[config.mk]
export PLATFORM = sky130hd
export DESIGN_NAME = seg_load_guard
export DESIGN_NICKNAME = d
export VERILOG_FILES = /design/src/rtl/seg_guard_pkg.sv /design/src/rtl/seg_sel_decode.sv /design/src/rtl/seg_desc_classify.sv /design/src/rtl/seg_priv_compare.sv /design/src/rtl/seg_rule_matrix.sv /design/src/rtl/seg_cpl_reg.sv /design/src/rtl/seg_load_guard.sv
export SDC_FILE = /design/constraint.sdc
export NUM_CORES = 1
export LEC_CHECK = 0
export CAP_MARGIN = 30
export CORE_MARGIN = 2
export CORE_UTILIZATION = 30
export CTS_BUF_LIST = sky130_fd_sc_hd__clkbuf_8
export DETAILED_ROUTE_END_ITERATION = 16
export PLACE_DENSITY = 0.82
export SLEW_MARGIN = 20
export SYNTH_ARGS = -nofsm -noshare
export SYNTH_HDL_FRONTEND = slang
export SYNTH_SLANG_ARGS = --single-unit
[constraint.sdc]
create_clock -name clk -period 2.2 [get_ports clk]
set_input_delay 0.33 -clock clk [delete_from_list [all_inputs] [get_ports clk]]
set_output_delay 0.33 -clock clk [all_outputs]
set_load 0.05 [all_outputs]
[src/rtl/seg_guard_pkg.sv]
// Package: shared encodings and records for the segment load checker.
// Assumes a three-bit target code; slots beyond the six registers are illegal.
package seg_guard_pkg;

    localparam int PRIV_W   = 2;
    localparam int TGT_W    = 3;
    localparam int NUM_SEG  = 6;
    localparam int TGT_SLOTS = 1 << TGT_W;
    localparam int KIND_W   = 3;

    typedef enum logic [TGT_W-1:0] {
        SEG_ES = 3'd0,
        SEG_CS = 3'd1,
        SEG_SS = 3'd2,
        SEG_DS = 3'd3,
        SEG_FS = 3'd4,
        SEG_GS = 3'd5
    } seg_tgt_e;

    typedef enum logic [1:0] {
        FLT_NONE = 2'b00,
        FLT_GP   = 2'b01,
        FLT_NP   = 2'b10
    } fault_code_e;

    // Decoded descriptor classification.
    typedef struct packed {
        logic is_sys;
        logic is_code;
        logic is_data;
        logic conforming;
        logic readable;
        logic writable;
    } desc_class_t;

    // Privilege comparison results.
    typedef struct packed {
        logic dpl_ge_floor;
        logic dpl_eq_cpl;
        logic rpl_eq_cpl;
    } priv_flags_t;

endpackage

[src/rtl/seg_sel_decode.sv]
// Module: detects a null selector (index zero in the global table).
// Assumes the table indicator selects the local table when set.
module seg_sel_decode #(
    parameter int IDX_W = 13
) (
    input  logic [IDX_W-1:0] sel_index,
    input  logic             sel_ti,
    output logic             sel_null
);

    // Null test: zero index and global table.
    always_comb begin
        sel_null = (sel_index == '0) && !sel_ti;
    end

endmodule

[src/rtl/seg_desc_classify.sv]
// Module: turns raw descriptor attribute bits into a classification record.
// Assumes kind[2]=executable, kind[1]=conforming (code) / expand-down (data),
// kind[0]=readable (code) / writable (data); only meaningful for user descriptors.
module seg_desc_classify
    import seg_guard_pkg::*;
(
    input  logic              desc_user,
    input  logic [KIND_W-1:0] desc_kind,
    output desc_class_t       cls
);

    // Classification of system, code and data descriptors.
    always_comb begin
        cls.is_sys     = !desc_user;
        cls.is_code    = desc_user && desc_kind[2];
        cls.is_data    = desc_user && !desc_kind[2];
        cls.conforming = desc_user && desc_kind[2] && desc_kind[1];
        cls.readable   = desc_user && desc_kind[2] && desc_kind[0];
        cls.writable   = desc_user && !desc_kind[2] && desc_kind[0];
    end

endmodule

[src/rtl/seg_priv_compare.sv]
// Module: privilege comparisons shared by the stack and data rules.
// Assumes a larger number means a less privileged level.
module seg_priv_compare
    import seg_guard_pkg::*;
(
    input  logic [PRIV_W-1:0] cur_cpl,
    input  logic [PRIV_W-1:0] sel_rpl,
    input  logic [PRIV_W-1:0] desc_dpl,
    output priv_flags_t       prv
);

    logic [PRIV_W-1:0] floor_lvl;

    // Effective floor is the less privileged of CPL and RPL.
    always_comb begin
        floor_lvl = (cur_cpl > sel_rpl) ? cur_cpl : sel_rpl;
    end

    // Comparison flags.
    always_comb begin
        prv.dpl_ge_floor = (desc_dpl >= floor_lvl);
        prv.dpl_eq_cpl   = (desc_dpl == cur_cpl);
        prv.rpl_eq_cpl   = (sel_rpl == cur_cpl);
    end

endmodule

[src/rtl/seg_rule_matrix.sv]
// Module: one rule lane per target slot; each lane flags a protection fault
// and whether the present check is waived. Slots past the six registers always fault.
// Assumes inputs are already decoded by the selector and descriptor stages.
module seg_rule_matrix
    import seg_guard_pkg::*;
#(
    parameter int SLOTS = TGT_SLOTS
) (
    input  logic             sel_null,
    input  desc_class_t      cls,
    input  priv_flags_t      prv,
    output logic [SLOTS-1:0] gp_vec,
    output logic [SLOTS-1:0] np_waive
);

    for (genvar g = 0; g < SLOTS; g++) begin : g_slot
        if (g == int'(SEG_CS)) begin : g_code
            // CS lane: code descriptors only, null never allowed.
            always_comb begin
                gp_vec[g]   = sel_null || !cls.is_code;
                np_waive[g] = 1'b0;
            end
        end else if (g == int'(SEG_SS)) begin : g_stack
            // SS lane: writable data at exactly the current privilege.
            always_comb begin
                gp_vec[g]   = sel_null || !cls.is_data || !cls.writable
                              || !prv.dpl_eq_cpl || !prv.rpl_eq_cpl;
                np_waive[g] = 1'b0;
            end
        end else if (g < NUM_SEG) begin : g_data
            // Data lane: null accepted; system and execute-only rejected; privilege floor.
            always_comb begin
                if (sel_null) begin
                    gp_vec[g] = 1'b0;
                end else begin
                    gp_vec[g] = cls.is_sys
                                || (cls.is_code && !cls.readable)
                                || ((cls.is_data || cls.conforming) && !prv.dpl_ge_floor);
                end
                np_waive[g] = sel_null;
            end
        end else begin : g_illegal
            // Unused target codes: always a protection fault.
            always_comb begin
                gp_vec[g]   = 1'b1;
                np_waive[g] = 1'b0;
            end
        end
    end

endmodule

[src/rtl/seg_cpl_reg.sv]
// Module: holds the current privilege level; loads a new value on commit.
// Assumes commit is asserted only for an accepted code-segment load.
module seg_cpl_reg
    import seg_guard_pkg::*;
#(
    parameter logic [PRIV_W-1:0] RESET_CPL = '0
) (
    input  logic              clk,
    input  logic              rst_n,
    input  logic              commit,
    input  logic [PRIV_W-1:0] next_cpl,
    output logic [PRIV_W-1:0] cpl
);

    // Privilege register with synchronous reset.
    always_ff @(posedge clk) begin
        if (!rst_n) begin
            cpl <= RESET_CPL;
        end else if (commit) begin
            cpl <= next_cpl;
        end
    end

endmodule

[src/rtl/seg_load_guard.sv]
// Module: top of the segment register load checker. Combines selector and
// descriptor decode with per-target rules to produce a same-cycle verdict,
// and commits a new CPL when a CS load is accepted.
// Assumes the descriptor has already been fetched and is stable with load_valid.
module seg_load_guard
    import seg_guard_pkg::*;
#(
    parameter int                IDX_W     = 13,
    parameter logic [PRIV_W-1:0] RESET_CPL = '0
) (
    input  logic             clk,
    input  logic             rst_n,
    input  logic             load_valid,
    input  logic [2:0]       seg_target,
    input  logic [IDX_W-1:0] sel_index,
    input  logic             sel_ti,
    input  logic [1:0]       sel_rpl,
    input  logic             desc_user,
    input  logic [2:0]       desc_kind,
    input  logic [1:0]       desc_dpl,
    input  logic             desc_present,
    output logic             load_ok,
    output logic             fault,
    output logic [1:0]       fault_code,
    output logic [1:0]       cpl
);

    logic                 sel_null;
    desc_class_t          cls;
    priv_flags_t          prv;
    logic [TGT_SLOTS-1:0] gp_vec;
    logic [TGT_SLOTS-1:0] np_waive;
    logic                 lane_gp;
    logic                 lane_waive;
    fault_code_e          verdict;
    logic                 cpl_commit;

    seg_sel_decode #(.IDX_W(IDX_W)) i_sel (
        .sel_index (sel_index),
        .sel_ti    (sel_ti),
        .sel_null  (sel_null)
    );

    seg_desc_classify i_cls (
        .desc_user (desc_user),
        .desc_kind (desc_kind),
        .cls       (cls)
    );

    seg_priv_compare i_prv (
        .cur_cpl  (cpl),
        .sel_rpl  (sel_rpl),
        .desc_dpl (desc_dpl),
        .prv      (prv)
    );

    seg_rule_matrix #(.SLOTS(TGT_SLOTS)) i_rules (
        .sel_null (sel_null),
        .cls      (cls),
        .prv      (prv),
        .gp_vec   (gp_vec),
        .np_waive (np_waive)
    );

    // Pick the lane of the addressed target.
    always_comb begin
        lane_gp    = gp_vec[seg_target];
        lane_waive = np_waive[seg_target];
    end

    // Verdict: protection faults outrank the present check.
    always_comb begin
        if (!load_valid) begin
            verdict = FLT_NONE;
        end else if (lane_gp) begin
            verdict = FLT_GP;
        end else if (!lane_waive && !desc_present) begin
            verdict = FLT_NP;
        end else begin
            verdict = FLT_NONE;
        end
    end

    // Output drive and CPL commit request.
    always_comb begin
        fault_code = verdict;
        fault      = load_valid && (verdict != FLT_NONE);
        load_ok    = load_valid && (verdict == FLT_NONE);
        cpl_commit = load_ok && (seg_target == SEG_CS);
    end

    seg_cpl_reg #(.RESET_CPL(RESET_CPL)) i_cpl (
        .clk      (clk),
        .rst_n    (rst_n),
        .commit   (cpl_commit),
        .next_cpl (desc_dpl),
        .cpl      (cpl)
    );

    AST_IDLE_QUIET: assert property (@(posedge clk) disable iff (!rst_n)
        !load_valid |-> (!load_ok && !fault && fault_code == 2'b00));

    AST_ILLEGAL_TARGET: assert property (@(posedge clk) disable iff (!rst_n)
        (load_valid && seg_target > 3'd5) |-> (fault && fault_code == 2'b01));

    AST_NULL_DATA_OK: assert property (@(posedge clk) disable iff (!rst_n)
        (load_valid && sel_index == '0 && !sel_ti
         && (seg_target == 3'd0 || seg_target == 3'd3
             || seg_target == 3'd4 || seg_target == 3'd5)) |-> load_ok);

    AST_CS_CODE_ONLY: assert property (@(posedge clk) disable iff (!rst_n)
        (load_ok && seg_target == 3'd1) |-> (desc_user && desc_kind[2]));

    AST_CPL_FOLLOWS_DPL: assert property (@(posedge clk) disable iff (!rst_n)
        (load_ok && seg_target == 3'd1) |=> (cpl == $past(desc_dpl)));

    AST_CPL_HOLDS: assert property (@(posedge clk) disable iff (!rst_n)
        !(load_ok && seg_target == 3'd1) |=> $stable(cpl));

    AST_SS_WRITABLE: assert property (@(posedge clk) disable iff (!rst_n)
        (load_ok && seg_target == 3'd2) |-> (desc_user && !desc_kind[2] && desc_kind[0]));

    AST_SS_PRIV_MATCH: assert property (@(posedge clk) disable iff (!rst_n)
        (load_ok && seg_target == 3'd2) |-> (desc_dpl == cpl && sel_rpl == cpl));

    AST_DATA_NO_SYSTEM: assert property (@(posedge clk) disable iff (!rst_n)
        (load_ok && !(sel_index == '0 && !sel_ti)
         && (seg_target == 3'd0 || seg_target == 3'd3
             || seg_target == 3'd4 || seg_target == 3'd5)) |-> desc_user);

    AST_DATA_PRIV_FLOOR: assert property (@(posedge clk) disable iff (!rst_n)
        (load_ok && !(sel_index == '0 && !sel_ti) && desc_user
         && (!desc_kind[2] || desc_kind[1])
         && (seg_target == 3'd0 || seg_target == 3'd3
             || seg_target == 3'd4 || seg_target == 3'd5))
        |-> (desc_dpl >= cpl && desc_dpl >= sel_rpl));

    AST_NP_ONLY_ABSENT: assert property (@(posedge clk) disable iff (!rst_n)
        (fault_code == 2'b10) |-> !desc_present);

endmodule

==> impl_metrics.toml, run 1 <==
[synthesis]
synth_cell_types = 25
yosysWarnings = 0
synth-compound-area-share_pct = 18.0
synth-async-reset-ratio_pct = 0
synth-seq-area-share_pct = 9.28
synthTopCellsByCount = "nand2_1 (7), inv_1 (6), ha_1 (5)"
synth-simple-area-share_pct = 42.3
synth_area_leader_cell = "ha_1"
synth_fa_ha_area_share_pct = 14.5
synth_top_family_by_area = "simple AND/OR/NAND/NOR gates"
avgSynthCellArea_um2 = 7.99
synth_xor_area_share_pct = 6.09
synthDominantCellAreaShare_pct = 14.5
synthMuxAreaShare_pct = 4.64
synth_cells = 54
netlist_top_cells_area = "ha_1 (14%), dfxtp_1 (9.3%), nor4_2 (8.7%)"
synth_most_common_cell = "nand2_1"
netlist_area_um2 = 432
synth_edf_count = 0
ys_ff_latch = 2
synth_fp_nets = 88
ys.flop_type = "dfxtp_1"

[worst_setup_path]
path_delay_family = "compound AO/OA/AOI/OAI gates"
path_buf_inv = 2
critPathCaptureType = "output port"
cp_cell_sequence = "inv_2 > ha_4 > nand2b_4 > a21oi_2 > a31oi_1 > ha_1 > nand2b_4 > a221oi_2 > nor3_2 > a31o_1 > a21oi_4 > buf_12"
critPathMostFrequentCell = "nand2b_4"
startpoint_type = "register"
cp.arrival_ns = 2.47
required_ns = 1.87
critPathMaxStageDelay_ns = 0.34
cp_max_fo = 3
crit_type = "register to output port"
worst_path_max_delay_cell = "dfxtp_4"

[final_layout]
nFillCells = 85
n_antenna_cell = 0
top_regs = "i_cpl.cpl x2"
layout-drive-gt1-share_pct = 41.3
synthToLayoutAreaGrowth_pct = 143
largest_reg_flops = 2
fin_nets = 140
largest_register = "i_cpl.cpl"

[route]
vias = 573
routed_wl_um = 1630
wire_per_inst_um = 13.7
drt_iter0_drc = 3
firstDrtPassIters = 4
ant_nets = 0
vias_per_cell = 4.82
drc = 0

[floorplan]
die-height_um = 41.9
die_x_um = 41.9
start_util_pct = 32.8
boundaryPins = 35
core_um2 = 1320
rows = 13
die_area_um2 = 1760

[status]
status = "complete, but fails checks"
violations = "setup timing"

[placement]
gp_congestion = 0.756
dp_hpwl_um = 1370
numPortBuffers = 34

[sta]
hold_violations = 0
tightest_slew_ns = 0.498
post-route-min-period_ns = 2.80
maxSlewHeadroom_pct = 66.7
setup_ws_ns = -0.600
fin_crit_sh_pct = 127
fmax_mhz = 357
final.setup_skew_ns = 0.000920
slew_violations = 0
setup_viol = 4
tns_ns = -2.32
rsz0062_at_grt = "true"

[global_route]
first_global_vias = 603
antenna_found_initial = 0
grt_use_total_pct = 20.2
grt_first_pass_wirelength_um = 2670
grt_max_degree = 6
overflow = 0

[clock_network]
hold_buffers = 0
clk_path_buf_depth = 2
cts.root.buffer_cell = "clkbuf_8"
clkLatencyLatePin_ns = 0.21
numCtsBuffers = 3
cts.sinks = 2
cts.clk_slew.worst_paths_ns = 0.03
htreeDepth = 1
cts_tree = "done"

[power]
power_mw = 0.343
ir_drop_mv = 0.343
p_per_area_nw_per_um2 = 327
p_leak_nw = 0.439

[min_path]
min_path_type = "register to register"

[run]
max_cap_viol_count = 0
layout make-up:
class / instances / area (um^2) / share of cell area (%)
well taps: 15 / 18.8 / 1.79
multi-input cells: 46 / 458 / 43.7
inverters: 6 / 22.5 / 2.15
flip-flops and latches: 2 / 47.5 / 4.54
repair buffers: 47 / 459 / 43.8
clock buffers: 3 / 41.3 / 3.94
worst reg2reg max path: cells and delay by family (launching register included):
family / cells / cell delay [ns]
simple gates: 3 / 0.45
compound gates: 1 / 0.23
fa+ha+maj: 1 / 0.24
buf+inv: 4 / 0.41
mux: 1 / 0.18
flops: 1 / 0.34
cell families (layout without fill, tap and decap cells):
kind of cell	Yosys count	after routing
XOR/XNOR	3	3
multiplexers	2	2
AND/OR/NAND/NOR	25	25
flip-flops	2	2
AO/OA/AOI/OAI	11	11
adder cells (fa/ha/maj)	5	5
buffers and inverters	6	56
per-layer routing:
metal	vias up	wire length, um	global-route usage, %
met1	259	676	20.7
met2	15	909	38.1
met5	-	0	0
met3	0	47	4.78
met4	0	0	9.03
li1	299	-	-
worst paths after layout:
check / start / end / slack (ns) / depth (start not counted)
setup / recovery: i_cpl.cpl[1] / fault / -0.60 / 12
hold / removal: i_cpl.cpl[1] / i_cpl.cpl[1] / 0.64 / 3
setup reg to reg: i_cpl.cpl[1] / i_cpl.cpl[0] / 0.26 / 10
hold reg to reg: i_cpl.cpl[1] / i_cpl.cpl[1] / 0.64 / 3
power breakdown:
part / switching [mW] / internal (mW) / total (mW)
clock: 0.0247 / 0.115 / 0.140
combinational: 0.0700 / 0.0985 / 0.168
sequential: 0.0000165 / 0.0342 / 0.0342
total: 0.0947 / 0.248 / 0.343
timing repair:
| item | CTS | global route |
|---|---|---|
| gates resized for setup | 7 | 2 |
| endpoints found under the setup margin | 4 | 4 |
| cloned | 0 | 0 |
| pin swaps | 8 | 7 |
| setup buffers | 0 | 1 |
cells in the final DEF, fill, tap and decap left out, types with 3 or more instances in the layout:
master / n
clkdlybuf4s50_1: 28
buf_4: 13
nand2_1: 7
inv_1: 4
xnor2_1: 3
nor4_2: 3
nor2b_1: 3
ha_1: 3
clkbuf_8: 3
through the flow:
step	instances	cell area (um^2)	util, %	hold slack [ns]	worst slack, ns
final	119	1050	79.5	0.642	-0.600
after detailed placement	115	972	73.8	0.608	-0.868
after CTS	118	1020	77.8	0.658	-0.672
after global routing	119	1050	79.5	0.670	-0.667
after global placement	115	972	73.8	0.608	-0.825
after floorplan	54	508	-	0.458	-0.463
No activity file was read; power rests on OpenSTA's default activity.
==> inputs of run 2 (changes only) <==
Settings changed: CTS_CLUSTER_DIAMETER set to 120, MAX_ROUTING_LAYER set to met4.
==> run 2 against run 1 <==
Compared with the run above:
- the flow still finishes with violations (setup timing)
- hold slack unchanged
- fmax about the same
- global-route usage rose by 0.56 points
- power about the same
- utilization is the same
- clock power hardly changed
- first-iteration DRC count unchanged
- cell count is the same
- count of clock-buffer cells in the layout unchanged
- sequential share of layout area is the same
- via count stayed put
- largest power group unchanged
==> impl_metrics.toml, run 2 (synthesis gave the netlist of run 1 again) <==
[status]
status = "complete, but fails checks"
violations = "setup timing"

[clock_network]
clk_path_buf_depth = 2
hold_buffers = 0
numCtsBuffers = 3
clkLatencyLatePin_ns = 0.21
htreeDepth = 1
cts_tree = "done"
cts.root.buffer_cell = "clkbuf_8"
cts.clk_slew.worst_paths_ns = 0.03
cts.sinks = 2

[min_path]
min_path_type = "register to register"
min_to = "i_cpl.cpl[1]"
min_path_cells = 3
hold_path.startpoint = "i_cpl.cpl[1]"

[final_layout]
final_common_cell = "clkdlybuf4s50_1"
largest_reg_flops = 2
fin_nets = 140
synthToLayoutAreaGrowth_pct = 143
n_antenna_cell = 0
layout-drive-gt1-share_pct = 41.3
largest_register = "i_cpl.cpl"
layout_common_cells = "clkdlybuf4s50_1 (28), buf_4 (13), nand2_1 (7), inv_1 (4)"
top_regs = "i_cpl.cpl x2"
nFillCells = 85
final_util_pct = 79.5

[route]
firstDrtPassIters = 4
routed_wl_um = 1630
wire_per_inst_um = 13.7
vias_per_cell = 4.82
drt_iter0_drc = 3
ant_nets = 0
drc = 0
vias = 573

[global_route]
grt_max_degree = 6
first_global_vias = 603
grt_first_pass_wirelength_um = 2670
overflow = 0
grt_use_total_pct = 20.8
antenna_found_initial = 0

[floorplan]
die_x_um = 41.9
core_um2 = 1320
die-height_um = 41.9
rows = 13
start_util_pct = 32.8
die_area_um2 = 1760
boundaryPins = 35

[sta]
setup_ws_ns = -0.600
tightest_slew_ns = 0.498
final.setup_skew_ns = 0.000920
hold_violations = 0
tns_ns = -2.32
fin_crit_sh_pct = 127
maxSlewHeadroom_pct = 66.7
fmax_mhz = 357
slew_violations = 0
rsz0062_at_grt = "true"
post-route-min-period_ns = 2.80
setup_viol = 4

[power]
p_per_area_nw_per_um2 = 327
ir_drop_mv = 0.343
p_leak_nw = 0.439

[placement]
gp_congestion = 0.766
numPortBuffers = 34
dp_hpwl_um = 1370

[worst_setup_path]
critPathMaxStageDelay_ns = 0.34
crit_type = "register to output port"
reg2reg_depth = 10
critPathCaptureType = "output port"
regToRegStartpoint = "i_cpl.cpl[1]"
rr_endpoint = "i_cpl.cpl[0]"
cp.arrival_ns = 2.47
r2r_slack_ns = 0.26
critPathMostFrequentCell = "nand2b_4"
required_ns = 1.87
cp_cell_sequence = "inv_2 > ha_4 > nand2b_4 > a21oi_2 > a31oi_1 > ha_1 > nand2b_4 > a221oi_2 > nor3_2 > a31o_1 > a21oi_4 > buf_12"
startpoint_type = "register"
cp_max_fo = 3
worst_path_max_delay_cell = "dfxtp_4"

[run]
max_cap_viol_count = 0
run 2: repair_timing:
action | in CTS | in global routing
setup buffers | 0 | 1
setup endpoints to repair | 4 | 4
pin swaps | 8 | 7
gates resized for setup | 7 | 2
run 2: worst max path at each step:
stage                       from       to
finish              i_cpl.cpl[1]    fault
global route        i_cpl.cpl[1]  load_ok
CTS                 i_cpl.cpl[1]    fault
detailed placement    sel_rpl[1]    fault
global placement      sel_rpl[1]    fault
floorplan           i_cpl.cpl[1]    fault
run 2: stage by stage:
stage                     worst slack, ns  hold WS (ns)  power [mW]  cells  instance area [um^2]
after floorplan                    -0.463         0.458      0.0980     54                   508
after detailed placement           -0.868         0.608       0.196    115                   972
after CTS                          -0.672         0.658       0.341    118                  1020
after global routing               -0.667         0.670       0.361    119                  1050
final                              -0.600         0.642       0.343    119                  1050
after global placement             -0.825         0.608       0.191    115                   972
run 2: layout make-up:
class	instances	area, um^2	area share, %
clock buffer	3	41.3	3.94
tap	15	18.8	1.79
multi-input combinational	46	458	43.7
sequential	2	47.5	4.54
timing repair buffer	47	459	43.8
inverter	6	22.5	2.15
run 2: report_power, final:
part	total, mW	switching [mW]	internal (mW)
registers	0.0342	0.0000165	0.0342
clock network	0.140	0.0247	0.115
logic	0.168	0.0700	0.0985
run 2: routing by layer:
| layer | wire, um | GRT usage, % |
|---|---|---|
| met5 | 0 | - |
| met4 | 0 | 9.03 |
| met3 | 41 | 4.35 |
| met2 | 909 | 38.1 |
| met1 | 679 | 21.0 |
run 2: critical path: cells and delay by family, from the launching register on:
family / cells / cell delay (ns)
compound gates: 5 / 0.86
buf+inv: 2 / 0.19
fa+ha+maj: 2 / 0.52
flops: 1 / 0.34
simple gates: 3 / 0.35
